### src/rtl/cfgc_pkg.sv
// Shared types for the configuration cache controller.
package cfgc_pkg;
    // Sequencer states: waiting, replaying a hit, requesting memory, receiving a fill.
    typedef enum logic [1:0] {
        ST_IDLE   = 2'd0,
        ST_REPLAY = 2'd1,
        ST_FETCH  = 2'd2,
        ST_FILL   = 2'd3
    } cc_state_e;
endpackage

### src/rtl/cfgc_tag_store.sv
// Tag and valid storage with a fully associative lookup.
// Assumes at most one valid entry carries a given tag (the controller installs
// only after a miss). Flush has priority over a same-cycle install.
module cfgc_tag_store #(
    parameter int ENTRIES = 4,
    parameter int TAG_W   = 32,
    localparam int IDX_W  = $clog2(ENTRIES)
) (
    input  logic               clk,
    input  logic               rst_n,
    input  logic [TAG_W-1:0]   look_tag,
    output logic               look_hit,
    output logic [IDX_W-1:0]   look_idx,
    input  logic               inst_en,
    input  logic [IDX_W-1:0]   inst_idx,
    input  logic [TAG_W-1:0]   inst_tag,
    input  logic               flush,
    output logic [ENTRIES-1:0] valid_o
);
    logic [ENTRIES-1:0] valid_q;
    logic [TAG_W-1:0]   tag_q [ENTRIES];
    logic [ENTRIES-1:0] match;

    // Valid bits: cleared by reset or flush, set by an install.
    always_ff @(posedge clk) begin
        if (!rst_n)       valid_q <= '0;
        else if (flush)   valid_q <= '0;
        else if (inst_en) valid_q[inst_idx] <= 1'b1;
    end

    // Tag registers: written on install only.
    always_ff @(posedge clk) begin
        if (inst_en) tag_q[inst_idx] <= inst_tag;
    end

    // Per-entry compare against the looked-up address.
    generate
        for (genvar g = 0; g < ENTRIES; g++) begin : g_cmp
            assign match[g] = valid_q[g] && (tag_q[g] == look_tag);
        end
    endgenerate

    // Encode the matching entry into an index.
    always_comb begin
        look_idx = '0;
        for (int i = 0; i < ENTRIES; i++)
            if (match[i]) look_idx = IDX_W'(i);
    end

    assign look_hit = |match;
    assign valid_o  = valid_q;

    // a flush leaves no entry valid in the following cycle.
    a_r8_flush_clears: assert property (@(posedge clk) disable iff (!rst_n)
        flush |=> (valid_q == '0));
    // an address never matches two entries.
    a_r5_unique_match: assert property (@(posedge clk) disable iff (!rst_n)
        $onehot0(match));
endmodule

### src/rtl/cfgc_lru.sv
// Least-recently-used tracking with one age per entry (0 = newest).
// Ages always form a permutation of 0..ENTRIES-1. The victim is the lowest
// empty entry, otherwise the entry of the highest age.
module cfgc_lru #(
    parameter int ENTRIES = 4,
    localparam int IDX_W  = $clog2(ENTRIES)
) (
    input  logic               clk,
    input  logic               rst_n,
    input  logic               touch_en,
    input  logic [IDX_W-1:0]   touch_idx,
    input  logic [ENTRIES-1:0] valid_i,
    output logic [IDX_W-1:0]   victim_idx
);
    logic [IDX_W-1:0] age_q [ENTRIES];
    logic             found;
    logic [IDX_W-1:0] chk_idx;
    logic             chk_vld;

    // Age update: touched entry becomes newest, younger ones grow one older.
    always_ff @(posedge clk) begin
        for (int i = 0; i < ENTRIES; i++) begin
            if (!rst_n)
                age_q[i] <= IDX_W'(i);
            else if (touch_en) begin
                if (IDX_W'(i) == touch_idx)          age_q[i] <= '0;
                else if (age_q[i] < age_q[touch_idx]) age_q[i] <= age_q[i] + 1'b1;
            end
        end
    end

    // Victim choice: lowest empty entry first, then the oldest entry.
    always_comb begin
        victim_idx = '0;
        found      = 1'b0;
        for (int i = 0; i < ENTRIES; i++) begin
            if (!valid_i[i] && !found) begin
                victim_idx = IDX_W'(i);
                found      = 1'b1;
            end
        end
        if (!found)
            for (int i = 0; i < ENTRIES; i++)
                if (age_q[i] == IDX_W'(ENTRIES - 1)) victim_idx = IDX_W'(i);
    end

    // Checker state: remembers the last touched entry.
    always_ff @(posedge clk) begin
        if (!rst_n) begin
            chk_vld <= 1'b0;
            chk_idx <= '0;
        end else begin
            chk_vld <= touch_en;
            chk_idx <= touch_idx;
        end
    end

    // the entry touched last cycle is now the newest.
    a_r7_touch_newest: assert property (@(posedge clk) disable iff (!rst_n)
        chk_vld |-> (age_q[chk_idx] == '0));
endmodule

### src/rtl/cfgc_data_store.sv
// Configuration word storage: ENTRIES configurations of WORDS words each.
// One write port and one combinational read port. Contents are not reset;
// the tag store decides what is meaningful.
module cfgc_data_store #(
    parameter int ENTRIES = 4,
    parameter int WORDS   = 5,
    parameter int WORD_W  = 32,
    localparam int IDX_W  = $clog2(ENTRIES),
    localparam int CNT_W  = $clog2(WORDS)
) (
    input  logic              clk,
    input  logic              wr_en,
    input  logic [IDX_W-1:0]  wr_entry,
    input  logic [CNT_W-1:0]  wr_word,
    input  logic [WORD_W-1:0] wr_data,
    input  logic [IDX_W-1:0]  rd_entry,
    input  logic [CNT_W-1:0]  rd_word,
    output logic [WORD_W-1:0] rd_data
);
    logic [WORD_W-1:0] mem_q [ENTRIES][WORDS];

    // Store one arriving fill word.
    always_ff @(posedge clk) begin
        if (wr_en) mem_q[wr_entry][wr_word] <= wr_data;
    end

    assign rd_data = mem_q[rd_entry][rd_word];
endmodule

### src/rtl/cfg_cache_ctrl.sv
// Configuration cache controller top.
// Accepts a load while the array is idle, replays a stored configuration on a
// hit, or fetches it with one burst read on a miss while installing it into
// the victim entry. Memory must return exactly WORDS words per accepted request.
module cfg_cache_ctrl
    import cfgc_pkg::*;
#(
    parameter int ENTRIES = 4,
    parameter int WORDS   = 5,
    parameter int WORD_W  = 32,
    parameter int ADDR_W  = 32
) (
    input  logic              clk,
    input  logic              rst_n,
    input  logic              coproc_idle,
    input  logic              flush,
    input  logic              req_valid,
    output logic              req_ready,
    input  logic [ADDR_W-1:0] req_addr,
    output logic              busy,
    output logic              hit_pulse,
    output logic              miss_pulse,
    output logic              cfg_valid,
    output logic [WORD_W-1:0] cfg_data,
    output logic              cfg_last,
    output logic              mem_req_valid,
    input  logic              mem_req_ready,
    output logic [ADDR_W-1:0] mem_req_addr,
    input  logic              mem_rsp_valid,
    input  logic [WORD_W-1:0] mem_rsp_data
);
    localparam int IDX_W = $clog2(ENTRIES);
    localparam int CNT_W = $clog2(WORDS);
    localparam logic [CNT_W-1:0] LAST_W = CNT_W'(WORDS - 1);

    cc_state_e          state_q;
    logic [CNT_W-1:0]   cnt_q;
    logic [ADDR_W-1:0]  addr_q;
    logic [IDX_W-1:0]   idx_q;
    logic               kill_q;

    logic               accept, look_hit, fill_beat, fill_last, replay_last;
    logic               touch_en, inst_en;
    logic [IDX_W-1:0]   look_idx, victim_idx, touch_idx;
    logic [ENTRIES-1:0] valid_vec;
    logic [WORD_W-1:0]  rd_data;

    assign req_ready   = (state_q == ST_IDLE) && coproc_idle && !flush;
    assign accept      = req_valid && req_ready;
    assign fill_beat   = (state_q == ST_FILL) && mem_rsp_valid;
    assign fill_last   = fill_beat && (cnt_q == LAST_W);
    assign replay_last = (state_q == ST_REPLAY) && (cnt_q == LAST_W);
    assign touch_en    = (accept && look_hit) || fill_last;
    assign touch_idx   = accept ? look_idx : idx_q;
    assign inst_en     = fill_last && !flush && !kill_q;

    cfgc_tag_store #(.ENTRIES(ENTRIES), .TAG_W(ADDR_W)) u_tags (
        .clk(clk), .rst_n(rst_n),
        .look_tag(req_addr), .look_hit(look_hit), .look_idx(look_idx),
        .inst_en(inst_en), .inst_idx(idx_q), .inst_tag(addr_q),
        .flush(flush), .valid_o(valid_vec)
    );

    cfgc_lru #(.ENTRIES(ENTRIES)) u_lru (
        .clk(clk), .rst_n(rst_n),
        .touch_en(touch_en), .touch_idx(touch_idx),
        .valid_i(valid_vec), .victim_idx(victim_idx)
    );

    cfgc_data_store #(.ENTRIES(ENTRIES), .WORDS(WORDS), .WORD_W(WORD_W)) u_data (
        .clk(clk),
        .wr_en(fill_beat), .wr_entry(idx_q), .wr_word(cnt_q), .wr_data(mem_rsp_data),
        .rd_entry(idx_q), .rd_word(cnt_q), .rd_data(rd_data)
    );

    // Sequencer: lookup on accept, then replay or fetch-and-fill.
    always_ff @(posedge clk) begin
        if (!rst_n) begin
            state_q <= ST_IDLE;
            cnt_q   <= '0;
            addr_q  <= '0;
            idx_q   <= '0;
        end else begin
            unique case (state_q)
                ST_IDLE: if (accept) begin
                    addr_q  <= req_addr;
                    cnt_q   <= '0;
                    idx_q   <= look_hit ? look_idx : victim_idx;
                    state_q <= look_hit ? ST_REPLAY : ST_FETCH;
                end
                ST_REPLAY: begin
                    cnt_q <= cnt_q + 1'b1;
                    if (replay_last) state_q <= ST_IDLE;
                end
                ST_FETCH: if (mem_req_ready) state_q <= ST_FILL;
                ST_FILL: if (fill_beat) begin
                    cnt_q <= cnt_q + 1'b1;
                    if (fill_last) state_q <= ST_IDLE;
                end
                default: state_q <= ST_IDLE;
            endcase
        end
    end

    // Cancel flag: a flush during a fetch keeps that fill from being installed.
    always_ff @(posedge clk) begin
        if (!rst_n || accept)                                  kill_q <= 1'b0;
        else if (flush && (state_q == ST_FETCH || state_q == ST_FILL)) kill_q <= 1'b1;
    end

    // Lookup result pulses, one cycle after acceptance.
    always_ff @(posedge clk) begin
        if (!rst_n) begin
            hit_pulse  <= 1'b0;
            miss_pulse <= 1'b0;
        end else begin
            hit_pulse  <= accept && look_hit;
            miss_pulse <= accept && !look_hit;
        end
    end

    assign busy          = (state_q != ST_IDLE);
    assign cfg_valid     = (state_q == ST_REPLAY) || fill_beat;
    assign cfg_data      = (state_q == ST_REPLAY) ? rd_data : mem_rsp_data;
    assign cfg_last      = replay_last || fill_last;
    assign mem_req_valid = (state_q == ST_FETCH);
    assign mem_req_addr  = addr_q;

    // no request is taken while a load is in progress.
    a_r2_hold_off: assert property (@(posedge clk) disable iff (!rst_n)
        busy |-> !req_ready);
    // an accepted request makes the block busy next cycle.
    a_r9_busy_after_accept: assert property (@(posedge clk) disable iff (!rst_n)
        accept |=> busy);
    // a hit starts delivering words the next cycle.
    a_r3_replay_starts: assert property (@(posedge clk) disable iff (!rst_n)
        (accept && look_hit) |=> (cfg_valid && !mem_req_valid));
    // the final replayed word ends the load.
    a_r3_replay_ends: assert property (@(posedge clk) disable iff (!rst_n)
        replay_last |=> !busy);
    // the memory request is held with a stable address until taken.
    a_r4_req_stable: assert property (@(posedge clk) disable iff (!rst_n)
        (mem_req_valid && !mem_req_ready) |=> (mem_req_valid && $stable(mem_req_addr)));
    // at most one lookup pulse.
    a_r6_one_pulse: assert property (@(posedge clk) disable iff (!rst_n)
        $onehot0({hit_pulse, miss_pulse}));
endmodule

### config.mk
export PLATFORM = sky130hd
export DESIGN_NAME = cfg_cache_ctrl
export DESIGN_NICKNAME = d
export VERILOG_FILES = /design/src/rtl/cfgc_pkg.sv /design/src/rtl/cfgc_tag_store.sv /design/src/rtl/cfgc_lru.sv /design/src/rtl/cfgc_data_store.sv /design/src/rtl/cfg_cache_ctrl.sv
export SDC_FILE = /design/constraint.sdc
export NUM_CORES = 1
export LEC_CHECK = 0
export BUFFER_PORTS_ARGS = -buffer_cell sky130_fd_sc_hd__buf_2
export CORE_MARGIN = 3
export CORE_UTILIZATION = 45
export DETAILED_ROUTE_END_ITERATION = 8
export GPL_TIMING_DRIVEN = 0
export PLACE_DENSITY = 0.71
export SETUP_SLACK_MARGIN = 0.2
export SKIP_CTS_REPAIR_TIMING = 1
export SLEW_MARGIN = 20
export SYNTH_ARGS = -nofsm -noshare
export SYNTH_HDL_FRONTEND = slang
export SYNTH_SLANG_ARGS = --single-unit
### constraint.sdc
create_clock -name clk -period 11.3 [get_ports clk]
set_clock_uncertainty 0.15 [all_clocks]
set_input_delay 0.565 -clock clk [delete_from_list [all_inputs] [get_ports clk]]
set_output_delay 0.565 -clock clk [all_outputs]
set_load 0.02 [all_outputs]
## After elaboration in Yosys (flattened, before gate mapping)

Memory sizes are Yosys's and may differ from the RTL's. A register that Yosys moved wholly into a read port is not among the register bits.
Cells that the tools add are included.

| cells by class | value |
|---|---|
| $lt $le $gt $ge | 8 |
| bitwise logic cells | 11 |
| equal/unequal tests | 20 |
| $mul | 0 |
| shifts and indexed selects | 0 |
| multiplexer cells | 86 |
| div/mod/pow operators | 0 |
| add/subtract/negate cells | 5 |
| reduce and logical (&&, ||, !) cells | 43 |

Operators by type and width:

| kind | number |
|---|---|
| 160-bit two-way mux | 1 |
| 32-bit equality test | 4 |
| 32-bit two-way mux | 4 |
| 32-bit binary-select mux with 3-bit select | 1 |
| 32-bit demux with 3-bit select | 1 |
| 2-bit two-way mux | 27 |
| 1-bit two-way mux | 47 |
| 1-bit logical AND | 20 |
| 2-bit equality test, second input constant | 6 |
| 1-bit logical NOT | 9 |
| 3-bit case mux with 3 select lines | 1 |
| 2-bit by 1-bit adder with 2-bit output, second input constant | 4 |
| 2-bit less-than comparator | 4 |
| 2-bit != test, second input constant | 4 |
| 1-bit OR | 8 |
| 2-bit case mux with 4 select lines | 1 |
| 3-bit two-way mux | 2 |
| 1-bit logical OR | 5 |
| 5-bit AND reduction | 1 |
| 2-bit equality test, first input constant | 2 |
| 4-bit greater-or-equal comparator, second input constant | 1 |
| 2-bit logical NOT | 2 |
| 4-bit by 1-bit less-than comparator with 1-bit output, second input constant | 1 |
| 3-bit inverter with 4-bit output | 1 |
| other kinds (16) | 16 |

| storage, ports and cells | value |
|---|---|
| bits in registers | 46 |
| output and inout port bits | 71 |
| memories kept | 3 |
| bits in writable memories | 776 |
| bits in read-only memories | 0 |
| logic and storage cells | 184 |
| latch bits | 0 |
| input bits | 71 |

Memory list:

| name | depth | width | rd ports | clocked after memory_dff | write ports | line | source |
|---|---|---|---|---|---|---|---|
| u_data.mem_q | 4 | 160 | 1 | 1 | 1 | cfgc_data_store.sv:20 | `logic [WORD_W-1:0] mem_q [ENTRIES][WORDS];` |
| u_tags.tag_q | 4 | 32 | 4 | 0 | 1 | cfgc_tag_store.sv:21 | `logic [TAG_W-1:0] tag_q [ENTRIES];` |
| u_lru.age_q | 4 | 2 | 5 | 0 | 4 | cfgc_lru.sv:15 | `logic [IDX_W-1:0] age_q [ENTRIES];` |

## Depth between registers and ports, before layout

| logic depth | value |
|---|---|
| depth after elaboration | 17 |
| depth in mapped cells | 12 |
| depth with buffers taken out | 9 |

## By module

From an unflattened synthesis, not the netlist that was laid out.

| unflattened totals | value |
|---|---|
| cell total of the unflattened synthesis | 1823 |
| area, all modules | 33354.5 um^2 |

Modules (own cells, without submodules):

| module | area an instance (um^2) | instances | cells each | seq. area each (um^2) |
|---|---|---|---|---|
| cfgc_data_store | 24582.3 | 1 | 1161 | 19218.4 |
| cfgc_tag_store | 5645.4 | 1 | 341 | 3923.8 |
| cfg_cache_ctrl | 2366.0 | 1 | 246 | 840.8 |
| cfgc_lru | 760.7 | 1 | 75 | 240.2 |

## Worst setup path after synthesis

No wires, ideal clock.

| timing path | value |
|---|---|
| path kind | reg-to-reg |
| start point | register cnt_q[0] |
| end point | memory u_tags.tag_q[1][0], enable pin |
| period minus slack after synthesis | 4.691 ns |
| path slack | 6.609 ns |
| stages on the path, launching flop included | 9 |
| arrival | 4.071 ns |
| path buffers | 2 |
| library setup time | 0.470 ns |
| required time | 10.680 ns |
| cells stage by stage | dfxtp_1 > clkbuf_1 > inv_2 > buf_1 > ha_1 > nand2_1 > nor2_1 > nand2_1 > nor3b_1 |

| between the ends | value |
|---|---|
| cells in the longest elaborated chain, start to end | 6 |

Ends and longest elaborated chain:

| item | line | source |
|---|---|---|
| start, declared | cfg_cache_ctrl.sv:37 | `logic [CNT_W-1:0] cnt_q;` |
| start signal, assigned | cfg_cache_ctrl.sv:92 | `cnt_q <= cnt_q + 1'b1;` |
| start signal, assigned | cfg_cache_ctrl.sv:97 | `cnt_q <= cnt_q + 1'b1;` |
| 3-bit equality test | cfg_cache_ctrl.sv:51 | `assign fill_last = fill_beat && (cnt_q == LAST_W);` |
| 1-bit logical AND | cfg_cache_ctrl.sv:51 |  |
| 1-bit logical AND (2 in series) | cfg_cache_ctrl.sv:55 | `assign inst_en = fill_last && !flush && !kill_q;` |
| 1-bit two-way mux | cfgc_tag_store.sv:33 | `if (inst_en) tag_q[inst_idx] <= inst_tag;` |
| 1-bit two-way mux (not written as such) | cfgc_tag_store.sv:33 |  |
| end, declared | cfgc_tag_store.sv:21 |  |

No other way between the ends.

==> impl_metrics.ini <==
[synth]
synthArstFlopShare_pct = 0
synth_area_leader_cell = edfxtp_1
synth_edf_count = 776
ys_top_cells_by_area = edfxtp_1 (71%), mux4_2 (13%), xor2_1 (3.2%)
synth_ff_type = edfxtp_1
ys_ff_latch = 824
synth_area_per_cell_um2 = 19.4
yosysSeqAreaShare_pct = 73.7
synth_cells = 1696
yosysTopAreaCellShare_pct = 70.8
yosys_warnings = 0
synth.distinct_cells = 65
synth_area_mm2 = 0.0329
synth_nets = 1773

[power_and_ir_drop]
combPwrFrac_pct = 4.0
power.share.clock_pct = 43.0
ir_drop_v = 0.000144
p_int_mw = 4.97
power_density_mw_per_mm2 = 164
switchingPower_mw = 1.34
seqPwrFrac_pct = 53.1
switching_share_pct = 21.2
leakagePower_nw = 12.5

[floorplan]
core_mm2 = 0.0720
io_pins = 142
die_x_um = 276
die_h_um = 276
rows = 98
die_area_mm2 = 0.0764
initial_core_util_pct = 45.7

[clock_network]
cts.sinks = 824
path_clk_slew_ns = 0.07
worstSkewPairLatency_ns = 0.64
cts.path.max_buffers = 3
ctsHtreeMaxLevel = 3
cts_root_buf = clkbuf_16
cts_tree = done
cts-buffers-inserted = 83

[cells_and_area]
drive_above_1_share_pct = 27.5
post-route-util_pct = 53.5
final_nets = 2011
syn_to_final_growth_pct = 17.0

[setup_path]
crit_type = flip-flop to primary output
critPathRequiredTime_ns = 10.59
crit_arrival_ns = 4.43
cp-start-kind = flip-flop
cp-end-kind = primary output
cp_max_fo = 10

[timing]
max_freq_ghz = 0.195
final-hold-violation-count = 0
worst_pin_slew_ns = 1.04
setup_violations = 0
rsz0062_at_grt = no
slew_headroom_pct = 30.7
slew_violations = 0
holdWs_ns = 0.0420
finalCritPeriodShare_pct = 45.5
tns_ns = 0
min_period_ns = 5.14

[global_routing]
grt_util_all_layers_pct = 21.0
grt_pass1_wl_um = 119000
antenna_found_initial = 4
grt_pass1_vias = 17900
grt_overflow_total = 0
grt_max_degree = 22

[drt]
detail-route-antenna-nets = 0
dr_total_vias = 17500
firstDrtPassIters = 5
wire_per_inst_um = 27.4
drtIter0Drc = 2096
drcViolationCount = 0
vias_per_cell = 5.91
wirelength_um = 80900

[run_status]
status = completed

[flow_run]
max_cap_viol_count = 0

[placed_design]
post-dp-hpwl_um = 53200
place.gp.congestion = 0.876
io_buffers = 108

[min_path]
hold_path_class = input port to flip-flop
## synthesized netlist by cell type (all sizes together) (33+ instances only)
cell	count
edfxtp	776
mux4	191
xor2	119
nand2	91
buf	55
clkbuf	53
dfxtp	48
nor4	42
a21oi	39
nor2	39
inv	37
a21boi	33
## worst max-delay path, cell delays in order, from the launching register on
cell,delay (ns)
dfxtp_1,0.31
clkbuf_1,0.41
clkbuf_1,0.47
buf_1,0.58
clkbuf_1,0.62
mux4_2,0.36
a22oi_1,0.10
o21ai_0,0.63
buf_2,0.29
## per-layer routing
metal	vias to the layer above	track usage [%]	routed length [um]
li1	7304	-	-
met1	9119	28.2	31900
met2	882	34.6	40400
met3	162	4.23	6310
met4	4	6.78	2250
met5	-	0	27
## layout make-up
type / count / area (um2)
sequential: 824 / 24300
tap: 950 / 1190
multi-input combinational: 725 / 8100
clock inverter: 56 / 576
clock buffer: 96 / 2150
inverter: 38 / 143
antenna: 3 / 7.51
buffer: 109 / 589
timing repair buffer: 153 / 1500
fill: 5393 / 33500
## state kept, by name, indices dropped and copies added (netlist names), named ones only
signal,cells
cnt_q,3
hit_pulse,1
idx_q,2
kill_q,1
mem_req_addr,32
miss_pulse,1
state_q,2
u_data.mem_q,640
u_lru.age_q,8
u_tags.tag_q,128
u_tags.valid_o,4
## power by group through the flow
stage | clock (mW) | sequential (mW) | combinational [mW]
after floorplan | 0 | 3.41 | 0.145
after global placement | 0 | 3.41 | 0.242
after detailed placement | 0 | 3.41 | 0.250
after CTS | 2.75 | 3.34 | 0.252
after global routing | 2.87 | 3.34 | 0.270
final | 2.71 | 3.34 | 0.251
## metrics by stage
step / std cells / power [mW] / setup WS (ns) / area (um2)
4_1_cts: 2951 / 6.35 / 6.00 / 38500
2_1_floorplan: 1696 / 3.56 / 6.61 / 32900
6_report: 2954 / 6.30 / 6.16 / 38500
3_5_place_dp: 2799 / 3.66 / 6.72 / 35800
5_1_grt: 2952 / 6.48 / 6.04 / 38500
3_3_place_gp: 2754 / 3.65 / 4.26 / 34600
## worst paths after layout
check             depth (start not counted)                end                 from  slack, ns
setup / recovery                          8       cfg_data[31]            flip-flop       6.16
hold / removal                            3    mem_req_addr[5]          req_addr[5]       0.04
setup reg to reg                          9  u_lru.age_q[2][0]  u_tags.tag_q[1][12]       7.31
hold reg to reg                           2             kill_q               kill_q       0.32
## layout by cell type, fill, tap and decap left out, drive strengths merged, types with 3 or more instances in the layout
master / synthesis / routed
edfxtp: 776 / 776
buf: 55 / 200
mux4: 191 / 191
clkbuf: 53 / 157
xor2: 119 / 119
nand2: 91 / 91
dfxtp: 48 / 48
clkinv: 1 / 44
nor4: 42 / 42
a21oi: 39 / 39
nor2: 39 / 39
inv: 37 / 38
a21boi: 33 / 33
a221oi: 31 / 31
nand3: 17 / 17
o21ai: 14 / 14
nor3: 11 / 11
xnor2: 10 / 10
o21a: 8 / 8
nand4: 7 / 7
bufinv: 0 / 7
nor2b: 6 / 6
nand2b: 6 / 6
ha: 6 / 6
clkinvlp: 0 / 5
mux2i: 4 / 4
nand4b: 4 / 4
nor3b: 4 / 4
nor4b: 4 / 4
diode: 0 / 3
or4: 3 / 3
o31ai: 3 / 3
or2: 3 / 3
o41ai: 3 / 3
## cell families (layout without fill, tap and decap cells)
kind of cell / count (synthesis) / after routing / share of synthesized area, %
buffers and inverters: 147 / 452 / 2.18
other: 0 / 3 / 0
flip-flops: 824 / 824 / 73.7
adder cells (fa/ha/maj): 8 / 8 / 0.297
AO/OA/AOI/OAI: 146 / 146 / 3.21
XOR/XNOR: 129 / 129 / 3.43
AND/OR/NAND/NOR: 246 / 246 / 3.92
multiplexers: 196 / 196 / 13.2
No activity file was read; power rests on OpenSTA's default activity.
